[config.mk]
export PLATFORM = sky130hd
export DESIGN_NAME = alarm_irq_top
export DESIGN_NICKNAME = d
export VERILOG_FILES = /design/src/rtl/alarm_pkg.sv /design/src/rtl/alarm_match.sv /design/src/rtl/alarm_unit.sv /design/src/rtl/pin_mux.sv /design/src/rtl/alarm_irq_top.sv
export SDC_FILE = /design/constraint.sdc
export NUM_CORES = 1
export LEC_CHECK = 0
export ABC_AREA = 1
export BUFFER_PORTS_ARGS = -buffer_cell sky130_fd_sc_hd__buf_2
export CAP_MARGIN = 20
export CORE_MARGIN = 3
export CORE_UTILIZATION = 46
export CTS_BUF_LIST = sky130_fd_sc_hd__clkbuf_2
export DETAILED_ROUTE_END_ITERATION = 12
export HOLD_SLACK_MARGIN = 0.08
export PLACE_DENSITY_LB_ADDON = 0.05
export SETUP_SLACK_MARGIN = 0.05
export SKIP_CTS_REPAIR_TIMING = 1
export SYNTH_ARGS = -nofsm -noshare
export SYNTH_HDL_FRONTEND = slang
export SYNTH_SLANG_ARGS = --single-unit
[constraint.sdc]
create_clock -name clk -period 2.3 [get_ports clk]
set_clock_uncertainty 0.1 [all_clocks]
set_input_delay 0.115 -clock clk [delete_from_list [all_inputs] [get_ports clk]]
set_output_delay 0.115 -clock clk [all_outputs]
set_load 0.05 [all_outputs]
[src/rtl/alarm_pkg.sv]
package alarm_pkg;
    localparam int FIELDS = 6;

    localparam int F_SEC  = 0;
    localparam int F_MIN  = 1;
    localparam int F_HOUR = 2;
    localparam int F_DATE = 3;
    localparam int F_MON  = 4;
    localparam int F_DOW  = 5;

    typedef enum logic {
        AL_IDLE  = 1'b0,
        AL_ARMED = 1'b1
    } al_state_e;

    typedef enum logic [1:0] {
        OUT_IRQ   = 2'd0,
        OUT_HZ1   = 2'd1,
        OUT_HZ4K  = 2'd2,
        OUT_HZ32K = 2'd3
    } pin_state_e;
endpackage

[src/rtl/alarm_match.sv]
module alarm_match #(
    parameter int NF = alarm_pkg::FIELDS,
    parameter int FW = 8
) (
    input  logic [NF*FW-1:0] now_i,
    input  logic [NF*FW-1:0] val_i,
    input  logic [NF-1:0]    mask_i,
    output logic             hit_o
);
    logic [NF-1:0] field_ok;

    // A masked-out field always agrees; an enabled one must be equal.
    for (genvar k = 0; k < NF; k++) begin : g_field
        assign field_ok[k] = !mask_i[k] || (now_i[k*FW +: FW] == val_i[k*FW +: FW]);
    end

    assign hit_o = &field_ok;
endmodule

[src/rtl/alarm_unit.sv]
module alarm_unit
    import alarm_pkg::*;
#(
    parameter int NF = alarm_pkg::FIELDS,
    parameter int FW = 8
) (
    input  logic             clk,
    input  logic             rst_n,
    input  logic             tick_sec,
    input  logic [NF*FW-1:0] now_i,
    input  logic [NF*FW-1:0] val_i,
    input  logic             load_i,
    input  logic [NF-1:0]    load_mask_i,
    input  logic             load_rpt_i,
    input  logic             clr_i,
    output logic             flag_o
);
    al_state_e     state_q, state_d;
    logic [NF-1:0] mask_q, mask_d;
    logic          rpt_q, rpt_d;
    logic          flag_q, flag_d;
    logic          hit;
    logic          fire;

    alarm_match #(.NF(NF), .FW(FW)) u_match (
        .now_i  (now_i),
        .val_i  (val_i),
        .mask_i (mask_q),
        .hit_o  (hit)
    );

    assign fire = tick_sec && (state_q == AL_ARMED) && hit;

    // State register
    always_ff @(posedge clk or negedge rst_n) begin
        if (!rst_n) begin
            state_q <= AL_IDLE;
            mask_q  <= '0;
            rpt_q   <= 1'b0;
            flag_q  <= 1'b0;
        end else begin
            state_q <= state_d;
            mask_q  <= mask_d;
            rpt_q   <= rpt_d;
            flag_q  <= flag_d;
        end
    end

    // Transitions: LOAD, FIRE_ONESHOT, FIRE_REPEAT
    always_comb begin
        state_d = state_q;
        mask_d  = mask_q;
        rpt_d   = rpt_q;
        if (load_i) begin
            mask_d  = load_mask_i;
            rpt_d   = load_rpt_i;
            state_d = (load_mask_i != '0) ? AL_ARMED : AL_IDLE;
        end else begin
            unique case (state_q)
                AL_IDLE: begin
                    state_d = AL_IDLE;
                end
                AL_ARMED: begin
                    if (fire && !rpt_q) begin
                        state_d = AL_IDLE;
                        mask_d  = '0;
                    end
                end
                default: state_d = AL_IDLE;
            endcase
        end
        flag_d = (flag_q && !clr_i) || fire;
    end

    assign flag_o = flag_q;

    AST_RISE_NEEDS_TICK: assert property (@(posedge clk) disable iff (!rst_n)
        $rose(flag_q) |-> $past(tick_sec));
    AST_FLAG_HOLDS: assert property (@(posedge clk) disable iff (!rst_n)
        (flag_q && !clr_i) |=> flag_q);
    AST_ONESHOT_DISARM: assert property (@(posedge clk) disable iff (!rst_n)
        (fire && !rpt_q && !load_i) |=> (mask_q == '0));
    AST_EMPTY_NEVER_FIRES: assert property (@(posedge clk) disable iff (!rst_n)
        (mask_q == '0 && !flag_q) |=> !flag_q);
endmodule

[src/rtl/pin_mux.sv]
module pin_mux
    import alarm_pkg::*;
#(
    parameter int NUM_ALM = 2
) (
    input  logic               clk,
    input  logic               rst_n,
    input  logic [1:0]         fsel,
    input  logic               tog_1hz,
    input  logic               tog_4k,
    input  logic               tog_32k,
    input  logic [NUM_ALM-1:0] flags_i,
    input  logic [NUM_ALM-1:0] irq_en_i,
    output logic               pin_n
);
    pin_state_e state_q, state_d;
    logic       lvl_q, lvl_d;
    logic       sel_tog;
    logic       irq_any;

    // State register
    always_ff @(posedge clk or negedge rst_n) begin
        if (!rst_n) begin
            state_q <= OUT_IRQ;
            lvl_q   <= 1'b0;
        end else begin
            state_q <= state_d;
            lvl_q   <= lvl_d;
        end
    end

    // Next-state and level logic (MODE_SWITCH clears the level)
    always_comb begin
        unique case (fsel)
            2'd0:    state_d = OUT_IRQ;
            2'd1:    state_d = OUT_HZ1;
            2'd2:    state_d = OUT_HZ4K;
            default: state_d = OUT_HZ32K;
        endcase
        unique case (state_q)
            OUT_IRQ:   sel_tog = 1'b0;
            OUT_HZ1:   sel_tog = tog_1hz;
            OUT_HZ4K:  sel_tog = tog_4k;
            default:   sel_tog = tog_32k;
        endcase
        if (state_d != state_q) lvl_d = 1'b0;
        else if (sel_tog)       lvl_d = !lvl_q;
        else                    lvl_d = lvl_q;
    end

    // Output process
    always_comb begin
        irq_any = |(flags_i & irq_en_i);
        unique case (state_q)
            OUT_IRQ: pin_n = !irq_any;
            default: pin_n = lvl_q;
        endcase
    end

    AST_CLK_HOLD: assert property (@(posedge clk) disable iff (!rst_n)
        (state_q != OUT_IRQ && state_d == state_q && !sel_tog) |=> $stable(pin_n));
    AST_IRQ_QUIET_HIGH: assert property (@(posedge clk) disable iff (!rst_n)
        (state_q == OUT_IRQ && (flags_i & irq_en_i) == '0) |-> pin_n);
endmodule

[src/rtl/alarm_irq_top.sv]
module alarm_irq_top #(
    parameter int NUM_ALM = 2,
    parameter int NF      = alarm_pkg::FIELDS,
    parameter int FW      = 8
) (
    input  logic                     clk,
    input  logic                     rst_n,
    input  logic                     tick_sec,
    input  logic [NF*FW-1:0]         time_now,
    input  logic [NUM_ALM*NF*FW-1:0] alm_val,
    input  logic [NUM_ALM-1:0]       en_load,
    input  logic [NUM_ALM*NF-1:0]    en_data,
    input  logic [NUM_ALM-1:0]       rpt_data,
    input  logic [NUM_ALM-1:0]       flag_clr,
    input  logic [NUM_ALM-1:0]       irq_en,
    input  logic [1:0]               fsel,
    input  logic                     tog_1hz,
    input  logic                     tog_4k,
    input  logic                     tog_32k,
    output logic [NUM_ALM-1:0]       alm_flag,
    output logic                     pin_n
);
    localparam int TW = NF * FW;

    for (genvar a = 0; a < NUM_ALM; a++) begin : g_alarm
        alarm_unit #(.NF(NF), .FW(FW)) u_unit (
            .clk         (clk),
            .rst_n       (rst_n),
            .tick_sec    (tick_sec),
            .now_i       (time_now),
            .val_i       (alm_val[a*TW +: TW]),
            .load_i      (en_load[a]),
            .load_mask_i (en_data[a*NF +: NF]),
            .load_rpt_i  (rpt_data[a]),
            .clr_i       (flag_clr[a]),
            .flag_o      (alm_flag[a])
        );
    end

    pin_mux #(.NUM_ALM(NUM_ALM)) u_pin (
        .clk      (clk),
        .rst_n    (rst_n),
        .fsel     (fsel),
        .tog_1hz  (tog_1hz),
        .tog_4k   (tog_4k),
        .tog_32k  (tog_32k),
        .flags_i  (alm_flag),
        .irq_en_i (irq_en),
        .pin_n    (pin_n)
    );
endmodule

==> load_flow_metrics.sql, run 1 <==
INSERT INTO impl_metrics (metric_group, metric, value, unit) VALUES
('global_route', 'grtUsageTotal', '0.193', ''),
('timing', 'fin_setup_tns', '0', 'ns'),
('final_layout', 'final_layout_size_suffix_gt1_frac', '0.302', ''),
('critical_path', 'worstPathBufferInverterCount', '3', ''),
('timing', 'relSlewSlack', '0.683', ''),
('timing', 'timing.final.setup_violations', '0', ''),
('timing', 'report.final.hold_viol_count', '0', ''),
('cts', 'clk-insertion-delay-late', '0.30', 'ns'),
('die', 'initial_core_util', '0.493', ''),
('timing', 'worst_slack', '0.272', 'ns'),
('final_layout', 'diodes', '0', ''),
('critical_path', 'worst_r2r_startpoint', 'g_alarm[1].u_unit.rpt_q', ''),
('power', 'switching_share', '0.341', ''),
('die', 'dieArea', '6170', 'sq um'),
('power', 'seq_power_share', '0.372', ''),
('final_layout', 'finish.cell_count_without_fillers', '689', ''),
('critical_path', 'reg2regPathDepth', '3', ''),
('global_route', 'antenna_found_initial', '0', ''),
('cts', 'cts_inserted_buffers', '3', ''),
('global_route', 'grt_pass1_vias', '2603', ''),
('route', 'via_cell_ratio', '4.47', ''),
('logic_synthesis', 'synth.net_count', '585', ''),
('timing', 'layout_min_cycle_time', '2.03', 'ns'),
('cts', 'tritoncts_clock_tree', 'done', ''),
('power', 'power.share.clock', '0.135', ''),
('power', 'power.static_leakage', '2.15', 'nW'),
('die', 'core', '4910', 'sq um'),
('timing', 'grt_setup_unrepaired', 'no', ''),
('cts', 'clk_pin_slew', '0.19', 'ns'),
('route', 'drt-wirelength-per-cell', '10.8', 'um'),
('critical_path', 'crit_fanout', '2', ''),
('critical_path', 'timing.critical_path.slowest_stage_cell', 'sky130_fd_sc_hd__dlygate4sd3_1', ''),
('logic_synthesis', 'synthXorXnorAreaFrac', '0.246', ''),
('min_path', 'worst_hold_startpoint', 'tog_1hz', ''),
('route', 'drtIter0Drc', '106', ''),
('logic_synthesis', 'netlist_instances', '413', ''),
('logic_synthesis', 'yosys.cell_types.count', '20', ''),
('timing', 'finalMaxSlewViolations', '0', ''),
('placed_design', 'portBuffers', '174', ''),
('final_layout', 'final_nets', '795', ''),
('global_route', 'first_pass_grt_wire_length', '10.0', 'mm'),
('logic_synthesis', 'ys_seq_area_frac', '0.217', ''),
('die', 'fp.dieW', '78.5', 'um'),
('power', 'worst_ir_drop_vdd', '0.000281', 'V'),
('flow_run', 'max_capacitance_violation_total', '0', ''),
('critical_path', 'endpoint_kind', 'register', ''),
('logic_synthesis', 'synth_compound_area_frac', '0.0264', ''),
('critical_path', 'timing.critical_path.max_delay_family', 'buffers and inverters', ''),
('power', 'comb_power_share', '0.492', ''),
('timing', 'crit_share_post_route', '0.882', ''),
('final_layout', 'mostFrequentLayoutCell', 'sky130_fd_sc_hd__nand2_1', ''),
('route', 'route.detailed.drc', '0', ''),
('die', 'design.portCount', '175', ''),
('placed_design', 'post-place-cells', '648', ''),
('min_path', 'hold_path_depth', '5', ''),
('die', 'placementRows', '25', ''),
('cts', 'cts_root_buf', 'sky130_fd_sc_hd__clkbuf_2', ''),
('route', 'vias', '3081', ''),
('logic_synthesis', 'main_combinational_cell_family_by_area_after_synthesis', 'simple AND/OR/NAND/NOR gates', ''),
('placed_design', 'half_perimeter_wire_length_after_placement', '5.79', 'mm'),
('logic_synthesis', 'synthDominantCellAreaShare', '0.302', ''),
('power', 'pwrdens', '300', 'nW/um^2'),
('route', 'drtPass1Iterations', '5', ''),
('logic_synthesis', 'cell_area_after_synthesis', '2420', 'sq um'),
('critical_path', 'worst_path_most_repeated_cell', 'sky130_fd_sc_hd__dlygate4sd3_1', ''),
('logic_synthesis', 'synthesis.area_per_instance', '5.86', 'sq um'),
('timing', 'worst-slew-pin-transition', '0.476', 'ns'),
('placed_design', 'gp_routability_congestion', '0.827', ''),
('logic_synthesis', 'synth_simple_gate_area_share', '0.414', ''),
('status', 'status', 'finished, final reports clean', ''),
('cts', 'cts-htree-levels', '1', '');
## per-stage QoR
stage | power (mW) | area (sq um) | hold WS (ns) | util
after floorplan | 0.689 | 2420 | -0.281 | -
after global placement | 0.905 | 3340 | -0.00920 | 0.681
after detailed placement | 0.917 | 3340 | -0.00490 | 0.681
after CTS | 1.07 | 3360 | -0.372 | 0.685
after global routing | 1.21 | 3730 | 0.125 | 0.761
final | 1.12 | 3730 | 0.0922 | 0.761
## sequential cells by signal, indices dropped and copies added (netlist names)
| signal | cells |
|---|---|
| u_pin.state_q | 2 |
| u_pin.lvl_q | 1 |
| g_alarm.u_unit.flag_o | 2 |
| g_alarm.u_unit.rpt_q | 2 |
| g_alarm.u_unit.state_q | 2 |
| g_alarm.u_unit.mask_q | 12 |
## area by class of cell
class	instances	area, sq um
fillers	427	1180
flip-flops and latches	21	526
well taps	67	83.8
multi-input cells	332	1660
repair buffers	211	1240
clock buffers	4	20.0
inverters	54	203
## worst min-delay path, delay by kind of cell
kind | cells | cell delay, ns
AND/OR/NAND/NOR | 3 | 0.18
AO/OA/AOI/OAI | 1 | 0.10
buffers and inverters | 1 | 0.09
## Yosys cell counts (all sizes together)
library cell	number
a31oi	1
buf	2
clkbuf	4
dfrtp	21
inv	54
nand2	195
nand3	16
nor2	39
nor3b	1
o211ai	1
o21ai	5
o31ai	1
o41ai	2
or2	1
or3	2
xnor2	56
xor2	12
## how the worst max path moves through the flow
| stage | depth (start not counted) | start | endpoint | slack, ns |
|---|---|---|---|---|
| detailed placement | 10 | time_now[7] | g_alarm[1].u_unit.mask_q[0] | 0.85 |
| global placement | 11 | alm_val[10] | g_alarm[0].u_unit.state_q | 0.89 |
| global route | 6 | en_data[7] | g_alarm[1].u_unit.state_q | 0.28 |
| floorplan | 3 | g_alarm[1].u_unit.flag_o | pin_n | 0.44 |
| CTS | 4 | g_alarm[0].u_unit.flag_o | pin_n | 0.72 |
| finish | 6 | en_data[7] | g_alarm[1].u_unit.state_q | 0.27 |
## power by group through the flow
stage          registers [mW]  clock network (mW)  logic (mW)
6_report                0.417               0.152       0.552
4_1_cts                 0.417               0.158       0.497
5_1_grt                 0.420               0.170       0.622
3_5_place_dp            0.423                   0       0.494
2_1_floorplan           0.418                   0       0.271
3_3_place_gp            0.423                   0       0.482
## cell families (layout without fill, tap and decap cells)
| family | Yosys count | count (layout) |
|---|---|---|
| AOI/OAI and AO/OA | 10 | 10 |
| xor gates and xnor gates | 68 | 68 |
| DFF | 21 | 21 |
| and+or+nand+nor | 254 | 254 |
| buffers and inverters | 60 | 269 |
## routing by layer
metal	routed length (um)	part of all wire	track usage
met2	4100	0.55	0.391
met3	519	0.070	0.0401
met5	0	0	0
met1	2750	0.37	0.210
met4	43	0.0058	0.0157
Power figures use the tool's default switching activity.
==> run 2, diff against run 1 <==
PLACE_DENSITY = 0.91   (was not set)
PLACE_DENSITY_LB_ADDON = not set   (was 0.05)
==> run 2 against run 1 <==
  * Worst hold slack improved by 0.020 ns
  * Register-to-register slack better by 0.04 ns
  * Worst setup slack improved by 0.088 ns
  * Routed wire length is 1.0% lower
  * Flip-flop and latch count did not move
  * Final cell count is the same
  * Non-clock buffer count stayed put
  * First-iteration DRC count down 28%
  * Critical endpoint is now g_alarm[0].u_unit.rpt_q
  * Critical path depth stayed put
  * Sequential share of layout area did not move
==> load_flow_metrics.sql, run 2 (synthesized netlist as in run 1, its figures left out) <==
INSERT INTO impl_metrics (metric_group, metric, value, unit) VALUES
('route', 'vias', '3161', ''),
('timing', 'crit_share_post_route', '0.844', ''),
('die', 'initial_core_util', '0.493', ''),
('die', 'placementRows', '25', ''),
('timing', 'grt_setup_unrepaired', 'no', ''),
('final_layout', 'mostFrequentLayoutCell', 'sky130_fd_sc_hd__nand2_1', ''),
('final_layout', 'finalCoreUtilization', '0.761', ''),
('timing', 'hold_slack', '0.112', 'ns'),
('route', 'ant_nets', '0', ''),
('critical_path', 'crit_type', 'in2reg', ''),
('critical_path', 'setup.worst_path.start', 'en_load[0]', ''),
('power', 'power.static_leakage', '2.15', 'nW'),
('timing', 'worst-slew-pin-transition', '0.451', 'ns'),
('placed_design', 'portBuffers', '174', ''),
('die', 'core', '4910', 'sq um'),
('route', 'drt-wirelength-per-cell', '10.7', 'um'),
('status', 'status', 'finished, final reports clean', ''),
('global_route', 'grtUsageTotal', '0.207', ''),
('final_layout', 'diodes', '0', ''),
('cts', 'maximum_clock_path_buffer_count', '2', ''),
('cts', 'cts_inserted_buffers', '3', ''),
('global_route', 'antenna_found_initial', '0', ''),
('critical_path', 'critical_path_depth', '6', ''),
('timing', 'report.final.hold_viol_count', '0', ''),
('critical_path', 'timing.critical_path.max_delay_family', 'buffers and inverters', ''),
('global_route', 'largest_net_degree_at_the_start_of_global_routing', '22', ''),
('cts', 'cts_root_buf', 'sky130_fd_sc_hd__clkbuf_2', ''),
('critical_path', 'cpPeakStageDelay', '0.56', 'ns'),
('min_path', 'hold_path_depth', '5', ''),
('placed_design', 'half_perimeter_wire_length_after_placement', '6.06', 'mm'),
('die', 'fp.dieW', '78.5', 'um'),
('die', 'dieHeight', '78.5', 'um'),
('route', 'via_cell_ratio', '4.59', ''),
('route', 'drtPass1Iterations', '4', ''),
('cts', 'clk-insertion-delay-late', '0.31', 'ns'),
('die', 'design.portCount', '175', ''),
('cts', 'cts-htree-levels', '1', ''),
('route', 'drtIter0Drc', '76', ''),
('critical_path', 'cp_cell_sequence', 'dlygate4sd3_1 -> buf_2 -> nand2_1 -> dlygate4sd3_1 -> o21ai_0 -> dlygate4sd3_1', ''),
('timing', 'finalMaxSlewViolations', '0', ''),
('critical_path', 'r2r_setup_slack', '0.97', 'ns'),
('critical_path', 'crit_fanout', '10', ''),
('critical_path', 'worst_path_most_repeated_cell', 'sky130_fd_sc_hd__dlygate4sd3_1', ''),
('final_layout', 'largest_register_ff_count', '12', ''),
('timing', 'timing.fmax', '515', 'MHz'),
('die', 'dieArea', '6170', 'sq um'),
('critical_path', 'crit_end', 'g_alarm[0].u_unit.rpt_q', ''),
('critical_path', 'reg2regPathDepth', '3', ''),
('global_route', 'first_pass_grt_wire_length', '10.6', 'mm'),
('cts', 'clk_pin_slew', '0.19', 'ns'),
('global_route', 'grt_overflow', '0', ''),
('timing', 'fin_setup_tns', '0', 'ns'),
('critical_path', 'rr_endpoint', 'g_alarm[1].u_unit.rpt_q', ''),
('final_layout', 'final_cell_mix', '195 x sky130_fd_sc_hd__nand2_1, 174 x sky130_fd_sc_hd__buf_2, 56 x sky130_fd_sc_hd__xnor2_1', ''),
('min_path', 'timing.hold.worst.class', 'in2reg', ''),
('cts', 'tritoncts_num_sinks', '21', ''),
('cts', 'tritoncts_clock_tree', 'done', ''),
('critical_path', 'worst_r2r_startpoint', 'g_alarm[1].u_unit.rpt_q', ''),
('route', 'drt_wl_total', '7.34', 'mm'),
('timing', 'layout_min_cycle_time', '1.94', 'ns'),
('critical_path', 'worst_setup_path_start_kind', 'primary input', ''),
('critical_path', 'worst_ep_required_time', '2.43', 'ns'),
('global_route', 'grt_pass1_vias', '2728', ''),
('critical_path', 'timing.critical_path.slowest_stage_cell', 'sky130_fd_sc_hd__dlygate4sd3_1', ''),
('placed_design', 'gp_routability_congestion', '0.805', ''),
('flow_run', 'max_capacitance_violation_total', '0', ''),
('route', 'route.detailed.drc', '0', ''),
('final_layout', 'final_layout_size_suffix_gt1_frac', '0.302', ''),
('timing', 'relSlewSlack', '0.700', ''),
('final_layout', 'syn2layout_area_growth', '54.3', '%'),
('timing', 'timing.final.setup_violations', '0', ''),
('critical_path', 'worstPathBufferInverterCount', '4', ''),
('critical_path', 'endpoint_kind', 'register', ''),
('power', 'pwrdens', '299', 'nW/um^2'),
('final_layout', 'final_nets', '795', ''),
('critical_path', 'data_arrival_time_of_the_critical_path', '2.07', 'ns'),
('final_layout', 'regMostFlops', 'g_alarm.u_unit.mask_q', ''),
('power', 'worst_ir_drop_vdd', '0.000231', 'V');
## run 2: changes by cell type in the layout (fill, tap and decap cells not counted)
cell / previous run / this run
sky130_fd_sc_hd__clkbuf_2: 4 / 3
sky130_fd_sc_hd__clkinv_2: 0 / 1
## run 2: worst reg2reg max path, cell delays in order (launching register included)
cell and delay (ns):
sky130_fd_sc_hd__dfrtp_1 0.40, sky130_fd_sc_hd__inv_1 0.10, sky130_fd_sc_hd__o21ai_0 0.08, sky130_fd_sc_hd__dlygate4sd3_1 0.56
## run 2: per-layer routing
| metal | up-vias | share of wire | global-route usage |
|---|---|---|---|
| met5 | - | 0 | 0 |
| met2 | 113 | 0.54 | 0.406 |
| met1 | 1395 | 0.38 | 0.222 |
| met4 | 0 | 0.0093 | 0.0385 |
| li1 | 1645 | - | - |
| met3 | 8 | 0.072 | 0.0493 |
## run 2: final cells by class
class / count / area (sq um)
Timing Repair Buffer: 211 / 1240
Sequential cell: 21 / 526
Inverter: 54 / 203
Clock inverter: 1 / 5.00
Tap cell: 67 / 83.8
Multi-Input combinational cell: 332 / 1660
Clock buffer: 3 / 15.0
Fill cell: 412 / 1180
## run 2: where the power goes
| part | total [mW] | switching (mW) | internal (mW) |
|---|---|---|---|
| Sequential | 0.417 | 0.0180 | 0.399 |
| Combinational | 0.551 | 0.257 | 0.294 |
| Clock | 0.150 | 0.110 | 0.0394 |
| Total | 1.12 | 0.385 | 0.732 |
## run 2: per-stage QoR
stage	power (mW)	worst slack, ns	instances	area [sq um]
floorplan	0.689	0.440	413	2420
global placement	0.902	0.876	648	3340
detailed placement	0.920	0.823	648	3340
CTS	1.07	0.689	652	3360
global route	1.21	0.296	689	3730
finish	1.12	0.360	689	3730
## run 2: worst min-delay path by stage
| stage | from | to |
|---|---|---|
| 3_3_place_gp | rst_n | u_pin.state_q[0] |
| 4_1_cts | rst_n | u_pin.state_q[0] |
| 2_1_floorplan | rst_n | g_alarm[0].u_unit.flag_o |
| 6_report | tog_1hz | u_pin.lvl_q |
| 3_5_place_dp | rst_n | u_pin.state_q[0] |
| 5_1_grt | tog_1hz | u_pin.lvl_q |
